### src/rtl/lfsr_pkg.sv
package lfsr_pkg;

  localparam int unsigned DEF_WIDTH = 32;
  localparam logic [31:0] DEF_POLY  = 32'hFFFF_FFFA;
  localparam int unsigned DEF_STEPS = 4;

  // Value that replaces a forbidden all-zero seed
  function automatic logic [DEF_WIDTH-1:0] lockup_escape();
    return DEF_WIDTH'(1);
  endfunction

endpackage

### src/rtl/lfsr_rot_step.sv
// One Galois step: rotate right, then fold the wrapped bit into the
// tap positions named by the polynomial's lower bits.
module lfsr_rot_step #(
  parameter int unsigned           WIDTH = 32,
  parameter logic [WIDTH-1:0]      POLY  = '1
) (
  input  logic [WIDTH-1:0] cur,
  output logic [WIDTH-1:0] nxt
);

  logic             wrap_bit;
  logic [WIDTH-1:0] rotated;

  assign wrap_bit = cur[0];
  assign rotated  = {cur[0], cur[WIDTH-1:1]};

  // Top bit is the wrap link only: no gate there
  assign nxt[WIDTH-1] = rotated[WIDTH-1];

  for (genvar b = 0; b < WIDTH - 1; b++) begin : g_tap
    if (POLY[b]) begin : g_xor
      assign nxt[b] = rotated[b] ^ wrap_bit;
    end else begin : g_pass
      assign nxt[b] = rotated[b];
    end
  end

endmodule

### src/rtl/lfsr_unroll.sv
// Chain of STEPS single-step stages, purely combinational.
module lfsr_unroll #(
  parameter int unsigned      WIDTH = 32,
  parameter logic [WIDTH-1:0] POLY  = '1,
  parameter int unsigned      STEPS = 4
) (
  input  logic [WIDTH-1:0] din,
  output logic [WIDTH-1:0] dout
);

  localparam int unsigned NODES = STEPS + 1;

  logic [WIDTH-1:0] node [NODES];

  assign node[0] = din;

  for (genvar k = 0; k < STEPS; k++) begin : g_stage
    lfsr_rot_step #(
      .WIDTH (WIDTH),
      .POLY  (POLY)
    ) u_step (
      .cur (node[k]),
      .nxt (node[k+1])
    );
  end

  assign dout = node[STEPS];

endmodule

### src/rtl/lfsr_seed_guard.sv
// Replaces an all-zero seed by 1 so the register cannot lock up.
module lfsr_seed_guard #(
  parameter int unsigned WIDTH = 32
) (
  input  logic [WIDTH-1:0] raw,
  output logic [WIDTH-1:0] safe
);

  localparam logic [WIDTH-1:0] ESCAPE = WIDTH'(1);

  logic is_zero;

  assign is_zero = (raw == '0);
  assign safe    = is_zero ? ESCAPE : raw;

endmodule

### src/rtl/galois_multistep_lfsr.sv
module galois_multistep_lfsr
  import lfsr_pkg::*;
#(
  parameter int unsigned      WIDTH = DEF_WIDTH,
  parameter logic [WIDTH-1:0] POLY  = WIDTH'(DEF_POLY),
  parameter int unsigned      STEPS = DEF_STEPS,
  parameter logic [WIDTH-1:0] INIT  = WIDTH'(1)
) (
  input  logic             clk,
  input  logic             rst_n,
  input  logic             en,
  input  logic             load,
  input  logic [WIDTH-1:0] seed,
  output logic [WIDTH-1:0] state
);

  localparam logic [WIDTH-1:0] ONE = WIDTH'(1);

  logic [WIDTH-1:0] state_q;
  logic [WIDTH-1:0] state_d;
  logic [WIDTH-1:0] advanced;
  logic [WIDTH-1:0] seed_safe;
  logic             upd_en;

  lfsr_unroll #(
    .WIDTH (WIDTH),
    .POLY  (POLY),
    .STEPS (STEPS)
  ) u_unroll (
    .din  (state_q),
    .dout (advanced)
  );

  lfsr_seed_guard #(
    .WIDTH (WIDTH)
  ) u_guard (
    .raw  (seed),
    .safe (seed_safe)
  );

  // Next-state selection: load wins over advance
  assign upd_en = load | en;

  always_comb begin
    state_d = state_q;
    if (load) begin
      state_d = seed_safe;
    end else if (en) begin
      state_d = advanced;
    end
  end

  always_ff @(posedge clk or negedge rst_n) begin
    if (!rst_n) begin
      state_q <= INIT;
    end else if (upd_en) begin
      state_q <= state_d;
    end
  end

  assign state = state_q;

  // register never reaches the lock-up value
  assert_no_zero_state_R7: assert property (
    @(posedge clk) disable iff (!rst_n)
    state_q != '0
  ) else $error("state reached zero");

  // idle cycles keep the value
  assert_idle_hold_R3: assert property (
    @(posedge clk) disable iff (!rst_n)
    (!load && !en) |=> $stable(state_q)
  ) else $error("state moved while idle");

  // nonzero seed lands on the next edge, regardless of en
  assert_load_lands_R4: assert property (
    @(posedge clk) disable iff (!rst_n)
    (load && seed != '0) |=> (state_q == $past(seed))
  ) else $error("loaded seed not taken");

  // zero seed is replaced by one
  assert_zero_seed_escape_R5: assert property (
    @(posedge clk) disable iff (!rst_n)
    (load && seed == '0) |=> (state_q == ONE)
  ) else $error("zero seed not escaped");

endmodule

### config.mk
export PLATFORM = sky130hd
export DESIGN_NAME = galois_multistep_lfsr
export DESIGN_NICKNAME = d
export VERILOG_FILES = /design/src/rtl/lfsr_pkg.sv /design/src/rtl/lfsr_rot_step.sv /design/src/rtl/lfsr_unroll.sv /design/src/rtl/lfsr_seed_guard.sv /design/src/rtl/galois_multistep_lfsr.sv
export SDC_FILE = /design/constraint.sdc
export NUM_CORES = 1
export LEC_CHECK = 0
export ABC_AREA = 1
export BUFFER_PORTS_ARGS = -buffer_cell sky130_fd_sc_hd__buf_4
export CAP_MARGIN = 20
export CELL_PAD_IN_SITES_DETAIL_PLACEMENT = 1
export CELL_PAD_IN_SITES_GLOBAL_PLACEMENT = 1
export CORE_AREA = 2 2 59 116
export DETAILED_ROUTE_END_ITERATION = 10
export DIE_AREA = 0 0 61 118
export PLACE_DENSITY = 0.79
export SLEW_MARGIN = 20
export SYNTH_ARGS = -nofsm -noshare
export SYNTH_HDL_FRONTEND = slang
export SYNTH_SLANG_ARGS = --single-unit
export TNS_END_PERCENT = 5
### constraint.sdc
create_clock -name clk -period 3.66 [get_ports clk]
set_clock_uncertainty 0.2 [all_clocks]
set_input_delay 0.549 -clock clk [delete_from_list [all_inputs] [get_ports clk]]
set_output_delay 0.549 -clock clk [all_outputs]
set_load 0.01 [all_outputs]
Word level (Yosys, flattened, before mapping) --
Index checks and enable logic that the tools add are counted.
Storage, ports and cells: input bits 36, register bits after elaboration 32, output and inout bits 32
Cells by class: multiplexer cells 3, bitwise gates (word level) 117, reductions and logical operators 3
Operator list (number):
- 1-bit bitwise XOR | 116
- 32-bit two-way mux | 3
- 32-bit logical NOT | 1
- 2-bit AND reduction | 1
- 2-bit nonzero test | 1
- 1-bit bitwise OR | 1

Logic depth before layout (Yosys ltp) --
Gate-level depths: netlist (run 1).
depth in word-level cells 6, depth in mapped cells 12, gate-level depth less buffers 11

By module --
From an unflattened synthesis (run 1), not the netlist that was laid out.
Second synthesis, totals: cells, all modules 743, area, all modules 3784.9 um^2
By module, submodules not included:
- lfsr_rot_step | times used 4, cells an instance 126, area an instance 509.2 um^2
- galois_multistep_lfsr | times used 1, cells an instance 176, area an instance 1510.2 um^2
- lfsr_seed_guard | times used 1, cells an instance 63, area an instance 237.7 um^2

Least setup slack after synthesis (run 1) --
Ideal clock, no wire load.
path kind input-to-reg, start input port load, end register state_q[26], in the netlist state[26], required time 3344 ps, setup slack 1946 ps, path buffers 2, stages 6, arrival time 1398 ps, path through clkbuf_1 -> nor2_1 -> clkbuf_1 -> nor2_1 -> nand2_1 -> nand2_1
Between the ends: word-level cells in the longest chain between the ends 2, elaborated cells between the ends (all ways) 4, classes of those cells mux: 1; bitwise: 1; reduce/logical: 2
RTL lines:
- start: declaration | RTL line galois_multistep_lfsr.sv:12 | input logic load,
- 2-bit nonzero test (no source line) or 1-bit bitwise OR (tied branches)
- 2-bit AND reduction (no source line)
- end signal: assignment | RTL line galois_multistep_lfsr.sv:57 | state_q <= state_d;
- end: declaration | RTL line galois_multistep_lfsr.sv:19 | logic [WIDTH-1:0] state_q;
Several ways; a longest one is shown, not always the timed one. A chain may end at the register's enable or synchronous reset.

Worst setup path after layout (run 1) --
start input port load, end register state_q[2], in the netlist state[2]
Same word-level chain as after synthesis.

==> flow_metrics.env, run 1 <==
export IMPL_portBuffers=67
export IMPL_cap_viol_max_count=0
export IMPL_hold_viol_final=0
export IMPL_register_area_sq_um=802.0
export IMPL_ys_ff_latch=32
export IMPL_tns_ns=0
export IMPL_endpoint="state[2]"
export IMPL_synth_area_leaders="dfrtp_1, nand2_1, inv_1"
export IMPL_reg2reg_slack_ns=1.72
export IMPL_endpoint_kind="flop"
export IMPL_place_inst=502
export IMPL_p_per_area_nw_per_um2=621.0
export IMPL_grt_pass1_vias=2548
export IMPL_ant_nets=0
export IMPL_postSynth_asyncResetShare_pct=100.0
export IMPL_ctsHoldBuffers=0
export IMPL_drtIter0Drc=78
export IMPL_clkPwrFrac_pct=24.0
export IMPL_syn_area_per_cell_sq_um=6.380
export IMPL_p_switching_mw=0.7980
export IMPL_combinationalPowerShare_pct=45.5
export IMPL_outcome="completed"
export IMPL_worstPathArrival_ns=2.38
export IMPL_rows=41
export IMPL_yosysUniqueCellTypes=27
export IMPL_ys_seq_area_share_pct=34.54
export IMPL_place_hpwl_microns=5540
export IMPL_area_growth_syn_to_layout_pct=29.31
export IMPL_relSlewSlack_pct=30.85
export IMPL_ys_flop_type="dfrtp_1"
export IMPL_wirelength_microns=7539
export IMPL_grt_max_degree=34
export IMPL_timing_fmax_mhz=411.0
export IMPL_die_area_sq_um=7198
export IMPL_slew_violations=0
export IMPL_yosysTopAreaCell="dfrtp_1"
export IMPL_nets=459
export IMPL_peakVddDrop_v=0.0003142
export IMPL_critPathKind="in2reg"
export IMPL_cts_root_buf="clkbuf_16"
export IMPL_rsz0062_at_grt="no"
export IMPL_numCtsBuffers=5
export IMPL_grt_overflow=0
export IMPL_synth_edf_count=0
export IMPL_switching_share_pct=42.80
export IMPL_setup_violations=0
export IMPL_drc=0
export IMPL_num_io_pins=68
export IMPL_sequentialPowerShare_pct=30.5
export IMPL_yosysMostFrequentCell="nand2_1"
export IMPL_die_y_microns=118
export IMPL_core_region_area_sq_um=6310
export IMPL_grt_use_total_pct=22.32
export IMPL_cellLeakagePower_nw=1.666
export IMPL_period_needed_ns=2.433
export IMPL_worst_pin_slew_ns=1.031
export IMPL_r2r_end="state[16]"
export IMPL_rr_startpoint="state[3]"
export IMPL_crit_required_ns=3.61
export IMPL_vias=2513
export IMPL_clk_pin_slew_worst_paths_ns=0.05
export IMPL_cp_max_fo=33
export IMPL_grt_pass1_wl_microns=12130
export IMPL_clock_sinks=32
export IMPL_syn_area_sq_um=2322
export IMPL_yosysWarnings=0
export IMPL_vias_per_cell=4.927
export IMPL_fillCellCount=880
export IMPL_start_util_pct=36.80
export IMPL_startpoint="load"
export IMPL_cts_tree="built"
export IMPL_multi_input_area_sq_um=1209
export IMPL_r2r_cells=11
export IMPL_clockBufferDepth=2
export IMPL_largest_reg_flops=32
export IMPL_die_width_microns=61
export IMPL_cts_resized=0
export IMPL_worstSkewPairLatency_ns=0.28
export IMPL_postCtsSetupRepairBufs=0
export IMPL_synth_nets=400
export IMPL_hold_class="in2async"
export IMPL_drive_gt1_share_pct=25.00
export IMPL_p_int_mw=1.067
export IMPL_synth_top_area_share_pct=33.41
export IMPL_synth_common_cells="nand2_1, inv_1, dfrtp_1, a21oi_1, nor2_1"
export IMPL_first_pass_iters=4
export IMPL_period_share_pct=66.47
export IMPL_finalHoldWorstSlack_ns=0.01680
export IMPL_htree_num_levels=2
export IMPL_antenna_cells=0
export IMPL_wire_per_inst_microns=14.78
export IMPL_antenna_found_initial=0
export IMPL_setup_worst_path_start_class="input port"
export IMPL_syn_inst=364
export IMPL_post_place_ws_ns=1.305
export IMPL_timing_final_ws_setup_ns=1.227
export IMPL_place_congestion=0.7830
export IMPL_fin_cells=510
==> worst min path at each step <==
stage,start,endpoint,cells past startpoint
after global routing,rst_n,state[6],1
after CTS,rst_n,state[6],1
after floorplan,rst_n,state[10],0
after global placement,state[0],state[0],2
after detailed placement,state[0],state[0],2
final,rst_n,state[13],1
==> power by group through the flow <==
stage	sequential (mW)	clock, mW	combinational (mW)
after floorplan	0.580	0	0.561
after global placement	0.572	0	0.821
after detailed placement	0.575	0	0.853
after CTS	0.570	0.456	0.861
after global routing	0.581	0.466	0.950
final	0.568	0.448	0.849
==> layer usage <==
metal / wire length [microns] / part of all wire [%] / GRT usage, %
met1: 2724 / 36 / 23.56
met2: 4319 / 57 / 40.52
met3: 202 / 2.7 / 2.967
met4: 292 / 3.9 / 10.60
met5: 0 / 0 / 0
==> critical path, cell delays in order <==
cell	delay, ns
buf_4	0.33
clkinv_1	0.92
o211ai_1	0.47
nand2_1	0.11
==> layout make-up <==
cell class	instances	share of cell area, %
inverters	56	7.250
repair buffers	68	17.00
multi-input cells	260	40.25
clock buffers	8	5.208
well taps	86	3.583
flip-flops and latches	32	26.71
==> kinds of logic after synthesis <==
family / count (synthesis) / synth area share (%)
simple gates: 218 / 41.49
buf+inv: 72 / 13.74
compound gates: 39 / 9.105
flops: 32 / 34.54
xor+xnor: 3 / 1.132
==> metrics by stage <==
step                      utilization [%]  instance area (sq um)  total power, mW
after floorplan                         -                   2322            1.141
after global placement              45.11                   2846            1.393
after detailed placement            45.11                   2846            1.428
after CTS                           47.59                   3003            1.887
after global routing                47.59                   3003            1.997
final                               47.59                   3003            1.865
==> layout by cell type (no fill, tap or decap), drive strengths merged <==
master  count
nand2     165
buf        68
inv        54
a21oi      32
dfrtp      31
nand3      26
nor2       25
clkbuf      8
o21ai       4
xnor2       3
a31oi       2
clkinv      2
o211ai      1
and2        1
nand4       1
dfstp       1
Note: power is estimated with default switching activity, not from simulation.
==> inputs of run 2 (changes only) <==
--- a/config.mk
+++ b/config.mk
@@ -10,10 +10,10 @@
 export CAP_MARGIN = 20
 export CELL_PAD_IN_SITES_DETAIL_PLACEMENT = 1
 export CELL_PAD_IN_SITES_GLOBAL_PLACEMENT = 1
-export CORE_AREA = 2 2 59 116
+export CORE_AREA = 2 2 64 126
 export DETAILED_ROUTE_END_ITERATION = 10
-export DIE_AREA = 0 0 61 118
-export PLACE_DENSITY = 0.79
+export DIE_AREA = 0 0 66 128
+export PLACE_DENSITY = 0.7
 export SLEW_MARGIN = 20
 export SYNTH_ARGS = -nofsm -noshare
 export SYNTH_HDL_FRONTEND = slang
==> constraint.sdc (replaced) <==
create_clock -name clk -period 2 [get_ports clk]
set_clock_uncertainty 0.2 [all_clocks]
set_input_delay 0.3 -clock clk [delete_from_list [all_inputs] [get_ports clk]]
set_output_delay 0.3 -clock clk [all_outputs]
set_load 0.01 [all_outputs]
==> flow_metrics.env, run 2 (synthesis gave the netlist of run 1 again) <==
export IMPL_finish_utilization_pct=40.48
export IMPL_area_growth_syn_to_layout_pct=31.52
export IMPL_p_int_mw=1.893
export IMPL_power_mw=3.303
export IMPL_p_per_area_nw_per_um2=1081
export IMPL_r2r_cells=11
export IMPL_ctsHoldBuffers=1
export IMPL_min_delay_start="seed[28]"
export IMPL_post_place_ws_ns=0.2683
export IMPL_die_width_microns=66
export IMPL_place_congestion=0.7702
export IMPL_peakVddDrop_v=0.0005032
export IMPL_p_switching_mw=1.410
export IMPL_wire_per_inst_microns=14.08
export IMPL_vias=2425
export IMPL_grt_pass1_wl_microns=12030
export IMPL_critPathKind="reg2reg"
export IMPL_timing_final_ws_setup_ns=0.2728
export IMPL_num_io_pins=68
export IMPL_setup_worst_path_start_class="flop"
export IMPL_grt_max_degree=33
export IMPL_worst_pin_slew_ns=0.4409
export IMPL_numCtsBuffers=5
export IMPL_worstPathArrival_ns=1.70
export IMPL_wirelength_microns=7376
export IMPL_cts_tree="built"
export IMPL_drc=0
export IMPL_ant_nets=0
export IMPL_cts_resized=0
export IMPL_drive_gt1_share_pct=25.58
export IMPL_cp_max_fo=22
export IMPL_htree_num_levels=2
export IMPL_start_util_pct=30.78
export IMPL_clockBufferDepth=2
export IMPL_portBuffers=67
export IMPL_first_pass_iters=4
export IMPL_grt_overflow=0
export IMPL_grt_pass1_vias=2469
export IMPL_sequentialPowerShare_pct=31.7
export IMPL_largest_reg_flops=32
export IMPL_postCtsSetupRepairBufs=0
export IMPL_clk_pin_slew_worst_paths_ns=0.05
export IMPL_rows=45
export IMPL_cap_viol_max_count=0
export IMPL_nets=465
export IMPL_clock_sinks=32
export IMPL_outcome="completed"
export IMPL_place_hpwl_microns=5815
export IMPL_relSlewSlack_pct=70.61
export IMPL_period_share_pct=86.36
export IMPL_hold_viol_final=0
export IMPL_endpoint_kind="flop"
export IMPL_timing_fmax_mhz=579.0
export IMPL_worstSkewPairLatency_ns=0.28
export IMPL_antenna_found_initial=0
export IMPL_combinationalPowerShare_pct=46.0
export IMPL_drtIter0Drc=47
export IMPL_core_region_area_sq_um=7545
export IMPL_rsz0062_at_grt="no"
export IMPL_period_needed_ns=1.727
export IMPL_switching_share_pct=42.69
export IMPL_setup_violations=0
export IMPL_die_area_sq_um=8448
export IMPL_r2r_end="state[14]"
export IMPL_slew_violations=0
export IMPL_grt_use_total_pct=18.73
export IMPL_rr_startpoint="state[3]"
export IMPL_finalHoldWorstSlack_ns=0.08176
export IMPL_endpoint="state[14]"
export IMPL_clkPwrFrac_pct=22.3
export IMPL_cellLeakagePower_nw=1.694
export IMPL_tns_ns=0
export IMPL_die_y_microns=128
export IMPL_crit_required_ns=1.97
export IMPL_hold_class="in2reg"
export IMPL_final_cell_mix="nand2_1, buf_4, inv_1, dfrtp_1, a21oi_1"
export IMPL_antenna_cells=0
export IMPL_final_common_cell="nand2_1"
export IMPL_startpoint="state[3]"
export IMPL_vias_per_cell=4.628
export IMPL_cts_root_buf="clkbuf_16"
export IMPL_reg2reg_slack_ns=0.27
[run 2: cell types whose count changed in the layout (fill, tap and decap cells not counted)]
cell,delta
inv_1,+1
buf_12,+1
clkbuf_1,+1
clkinv_1,-1
clkinv_2,+1
buf_4,+4
dlygate4sd3_1,+1
clkbuf_8,-2
[run 2: layer usage]
metal  up-vias  GRT usage (%)  routed length (microns)
li1       1225              -                        -
met1      1153          18.86                     2692
met2        41          38.21                     4400
met3         6          2.195                      199
met4         0          5.162                       85
met5         -              0                        0
[run 2: power groups by stage]
stage | sequential, mW | clock [mW] | combinational, mW
6_report | 1.05 | 0.736 | 1.52
5_1_grt | 1.08 | 0.779 | 1.72
4_1_cts | 1.06 | 0.757 | 1.56
3_5_place_dp | 1.06 | 0 | 1.55
3_3_place_gp | 1.06 | 0 | 1.52
2_1_floorplan | 1.06 | 0 | 1.03
[run 2: final cells by class]
| cell class | instances | area [sq um] |
|---|---|---|
| repair buffers | 74 | 570.5 |
| multi-input cells | 260 | 1209 |
| well taps | 94 | 117.6 |
| flip-flops and latches | 32 | 802.0 |
| clock inverters | 1 | 5.005 |
| inverters | 56 | 217.7 |
| clock buffers | 7 | 132.6 |
| fillers | 1028 | 4491 |
[run 2: worst min-delay path by stage]
stage	endpoint	cells after the start
6_report	state[28]	3
5_1_grt	state[28]	3
4_1_cts	state[28]	3
3_5_place_dp	state[12]	1
3_3_place_gp	state[12]	1
2_1_floorplan	state[10]	0
[run 2: stage by stage]
stage          cells  area (sq um)
6_report         524          3054
3_5_place_dp     515          2907
5_1_grt          524          3054
3_3_place_gp     515          2907
2_1_floorplan    364          2322
4_1_cts          524          3054
[run 2: worst max-delay path, stage by stage (launching register included)]
cell      delay [ns]
dfrtp_1         0.48
inv_2           0.07
nand2_1         0.10
nand2_4         0.09
clkinv_4        0.09
nand2_2         0.07
nand2_4         0.22
nand2_1         0.08
nand2_1         0.08
nand2_1         0.05
nand2_1         0.05
nand2_1         0.04
==> inputs of run 3 (changes only) <==
--- a/config.mk
+++ b/config.mk
@@ -5,15 +5,15 @@
 export SDC_FILE = /design/constraint.sdc
 export NUM_CORES = 1
 export LEC_CHECK = 0
-export ABC_AREA = 1
 export BUFFER_PORTS_ARGS = -buffer_cell sky130_fd_sc_hd__buf_4
 export CAP_MARGIN = 20
 export CELL_PAD_IN_SITES_DETAIL_PLACEMENT = 1
 export CELL_PAD_IN_SITES_GLOBAL_PLACEMENT = 1
-export CORE_AREA = 2 2 64 126
+export CORE_AREA = 2 2 54 107
+export CTS_CLUSTER_DIAMETER = 200
 export DETAILED_ROUTE_END_ITERATION = 10
-export DIE_AREA = 0 0 66 128
-export PLACE_DENSITY = 0.7
+export DIE_AREA = 0 0 56 109
+export PLACE_DENSITY = 0.74
 export SLEW_MARGIN = 20
 export SYNTH_ARGS = -nofsm -noshare
 export SYNTH_HDL_FRONTEND = slang
==> constraint.sdc (replaced) <==
create_clock -name clk -period 1.65 [get_ports clk]
set_clock_uncertainty 0.2 [all_clocks]
set_input_delay 0.2475 -clock clk [delete_from_list [all_inputs] [get_ports clk]]
set_output_delay 0.2475 -clock clk [all_outputs]
set_load 0.01 [all_outputs]
==> flow_metrics.env, run 3 <==
export IMPL_p_switching_mw=1.486
export IMPL_rows=38
export IMPL_r2r_end="state[5]"
export IMPL_drtIter0Drc=26
export IMPL_cp_max_fo=7
export IMPL_num_io_pins=68
export IMPL_clkPwrFrac_pct=15.6
export IMPL_synth_common_cells="nand2_1, dfrtp_1, xnor2_1, mux2i_1, o21ai_0"
export IMPL_postSynth_asyncResetShare_pct=100.0
export IMPL_die_width_microns=56
export IMPL_antenna_found_initial=0
export IMPL_setup_worst_path_start_class="flop"
export IMPL_place_hpwl_microns=4079
export IMPL_nets=324
export IMPL_cts_root_buf="clkbuf_8"
export IMPL_first_pass_iters=2
export IMPL_yosysTopAreaCell="dfrtp_1"
export IMPL_drive_gt1_share_pct=33.22
export IMPL_syn_area_per_cell_sq_um=9.848
export IMPL_yosysUniqueCellTypes=25
export IMPL_rsz0062_at_grt="yes"
export IMPL_switching_share_pct=36.57
export IMPL_hold_class="in2reg"
export IMPL_endpoint_kind="flop"
export IMPL_yosysWarnings=0
export IMPL_drc=0
export IMPL_r2r_cells=6
export IMPL_grt_pass1_vias=1953
export IMPL_hold_path_depth=3
export IMPL_grt_max_degree=35
export IMPL_setup_violations=0
export IMPL_clockBufferDepth=2
export IMPL_crit_required_ns=1.60
export IMPL_sequentialPowerShare_pct=31.1
export IMPL_grt_pass1_wl_microns=10010
export IMPL_dpl_cell_area_sq_um=2465
export IMPL_die_area_sq_um=6104
export IMPL_critPathKind="reg2reg"
export IMPL_ys_ff_latch=32
export IMPL_syn_area_sq_um=1901
export IMPL_slew_violations=0
export IMPL_synth_edf_count=0
export IMPL_core_region_area_sq_um=5325
export IMPL_yosysMostFrequentCell="nand2_1"
export IMPL_cap_viol_max_count=0
export IMPL_reg2reg_slack_ns=0.01
export IMPL_area_growth_syn_to_layout_pct=53.00
export IMPL_syn_inst=193
export IMPL_synth_nets=229
export IMPL_ant_nets=0
export IMPL_antenna_cells=0
export IMPL_portBuffers=67
export IMPL_holdPathEnd="state[6]"
export IMPL_grt_use_total_pct=21.34
export IMPL_outcome="completed"
export IMPL_fin_cells=349
export IMPL_cts_tree="built"
export IMPL_wirelength_microns=6174
export IMPL_final_cell_mix="buf_4, nand2_1, dfrtp_1, xnor2_1"
export IMPL_worstSkewPairLatency_ns=0.28
export IMPL_die_y_microns=109
export IMPL_timing_fmax_mhz=609.9
export IMPL_combinationalPowerShare_pct=53.3
export IMPL_synth_area_leaders="dfrtp_1, xnor2_1, mux2i_1"
export IMPL_p_per_area_nw_per_um2=1397
export IMPL_largest_reg_flops=32
export IMPL_grt_overflow=0
export IMPL_rr_startpoint="state[3]"
export IMPL_peakVddDrop_v=0.0008761
export IMPL_cellLeakagePower_nw=1.321
export IMPL_vias_per_cell=5.195
export IMPL_clk_pin_slew_worst_paths_ns=0.07
export IMPL_period_needed_ns=1.640
export IMPL_worstPathArrival_ns=1.59
export IMPL_numCtsBuffers=5
export IMPL_place_inst=312
export IMPL_min_delay_start="seed[6]"
export IMPL_htree_num_levels=2
export IMPL_vias=1813
export IMPL_period_share_pct=99.37
export IMPL_worst_pin_slew_ns=0.4510
export IMPL_ys_flop_type="dfrtp_1"
export IMPL_clock_sinks=32
export IMPL_final_common_cell="buf_4"
export IMPL_wire_per_inst_microns=17.69
export IMPL_start_util_pct=35.69
export IMPL_hold_viol_final=0
export IMPL_p_int_mw=2.577
export IMPL_fin_area_sq_um=2908
export IMPL_synth_top_area_share_pct=40.82
export IMPL_relSlewSlack_pct=69.66
export IMPL_ys_seq_area_share_pct=42.20
export IMPL_place_congestion=0.7506
export IMPL_finish_utilization_pct=54.61
run 3: cell count changes in the layout (fill, tap and decap cells not counted), moves of 24 or more:
cell           before  now
inv_1              51    0
xnor2_1             3   27
dlygate4sd3_1       1   25
a21oi_1            29    2
mux2i_1             0   25
nand2_1           147   33
run 3: power by group through the flow:
| stage | clock, mW | combinational [mW] | sequential [mW] |
|---|---|---|---|
| after floorplan | 0 | 1.15 | 1.28 |
| after global placement | 0 | 1.81 | 1.26 |
| after detailed placement | 0 | 1.87 | 1.27 |
| after CTS | 0.640 | 2.13 | 1.26 |
| after global routing | 0.679 | 2.35 | 1.30 |
| final | 0.632 | 2.17 | 1.26 |
run 3: critical path: stages (launching register included):
cell and delay [ns]:
dfrtp_2 0.47, xnor2_4 0.16, buf_12 0.14, buf_12 0.14, xnor2_1 0.12, mux2i_1 0.19
o21ai_2 0.10
run 3: cell type report:
type / count / area [sq um]
multi-input cells: 146 / 1032
clock buffers: 8 / 90.09
well taps: 60 / 75.07
repair buffers: 103 / 905.9
fillers: 617 / 2417
flip-flops and latches: 32 / 804.5
run 3: through the flow:
step	setup TNS, ns	power, mW	hold slack [ns]	setup slack [ns]
4_1_cts	0	4.030	0.003431	0.002408
2_1_floorplan	-0.04335	2.431	-0.2481	-0.008669
3_5_place_dp	-0.009319	3.134	0.01689	-0.009319
6_report	0	4.062	0.004550	0.01042
3_3_place_gp	0	3.065	0.01807	0.07800
5_1_grt	-0.5432	4.326	0.003593	-0.06667
run 3: how the worst max path moves through the flow:
stage	startpoint	to	slack, ns	cells past startpoint
2_1_floorplan	state[2]	state[26]	-0.009	6
3_3_place_gp	state[3]	state[1]	0.08	4
3_5_place_dp	state[3]	state[6]	-0.009	5
4_1_cts	state[3]	state[27]	0.002	6
5_1_grt	state[3]	state[13]	-0.07	6
6_report	state[3]	state[5]	0.01	6
run 3: logic make-up (layout without fill, tap and decap cells):
| kind of cell | after synthesis | after routing | synth area share (%) |
|---|---|---|---|
| flip-flops | 32 | 32 | 42.20 |
| buffers and inverters | 15 | 111 | 5.464 |
| XOR/XNOR | 34 | 34 | 16.66 |
| multiplexers | 27 | 27 | 14.35 |
| AO/OA/AOI/OAI | 36 | 36 | 9.744 |
| AND/OR/NAND/NOR | 49 | 49 | 11.59 |
run 3: layer usage:
metal | vias up | track usage, % | wire, microns
li1 | 852 | - | -
met1 | 885 | 23.82 | 2388
met2 | 62 | 39.16 | 3344
met3 | 14 | 3.677 | 246
met4 | 0 | 9.014 | 195
met5 | - | 0 | 0
run 3: timing repair:
| item | CTS | global route |
|---|---|---|
| endpoints found under the setup margin | 1 | 28 |
| hold endpoints to repair | 55 | 0 |
| gates cloned | 1 | 0 |
| pin swaps | 1 | 2 |
| hold buffers | 25 | 0 |
| setup buffers | 2 | 1 |
| gates resized for setup | 3 | 9 |
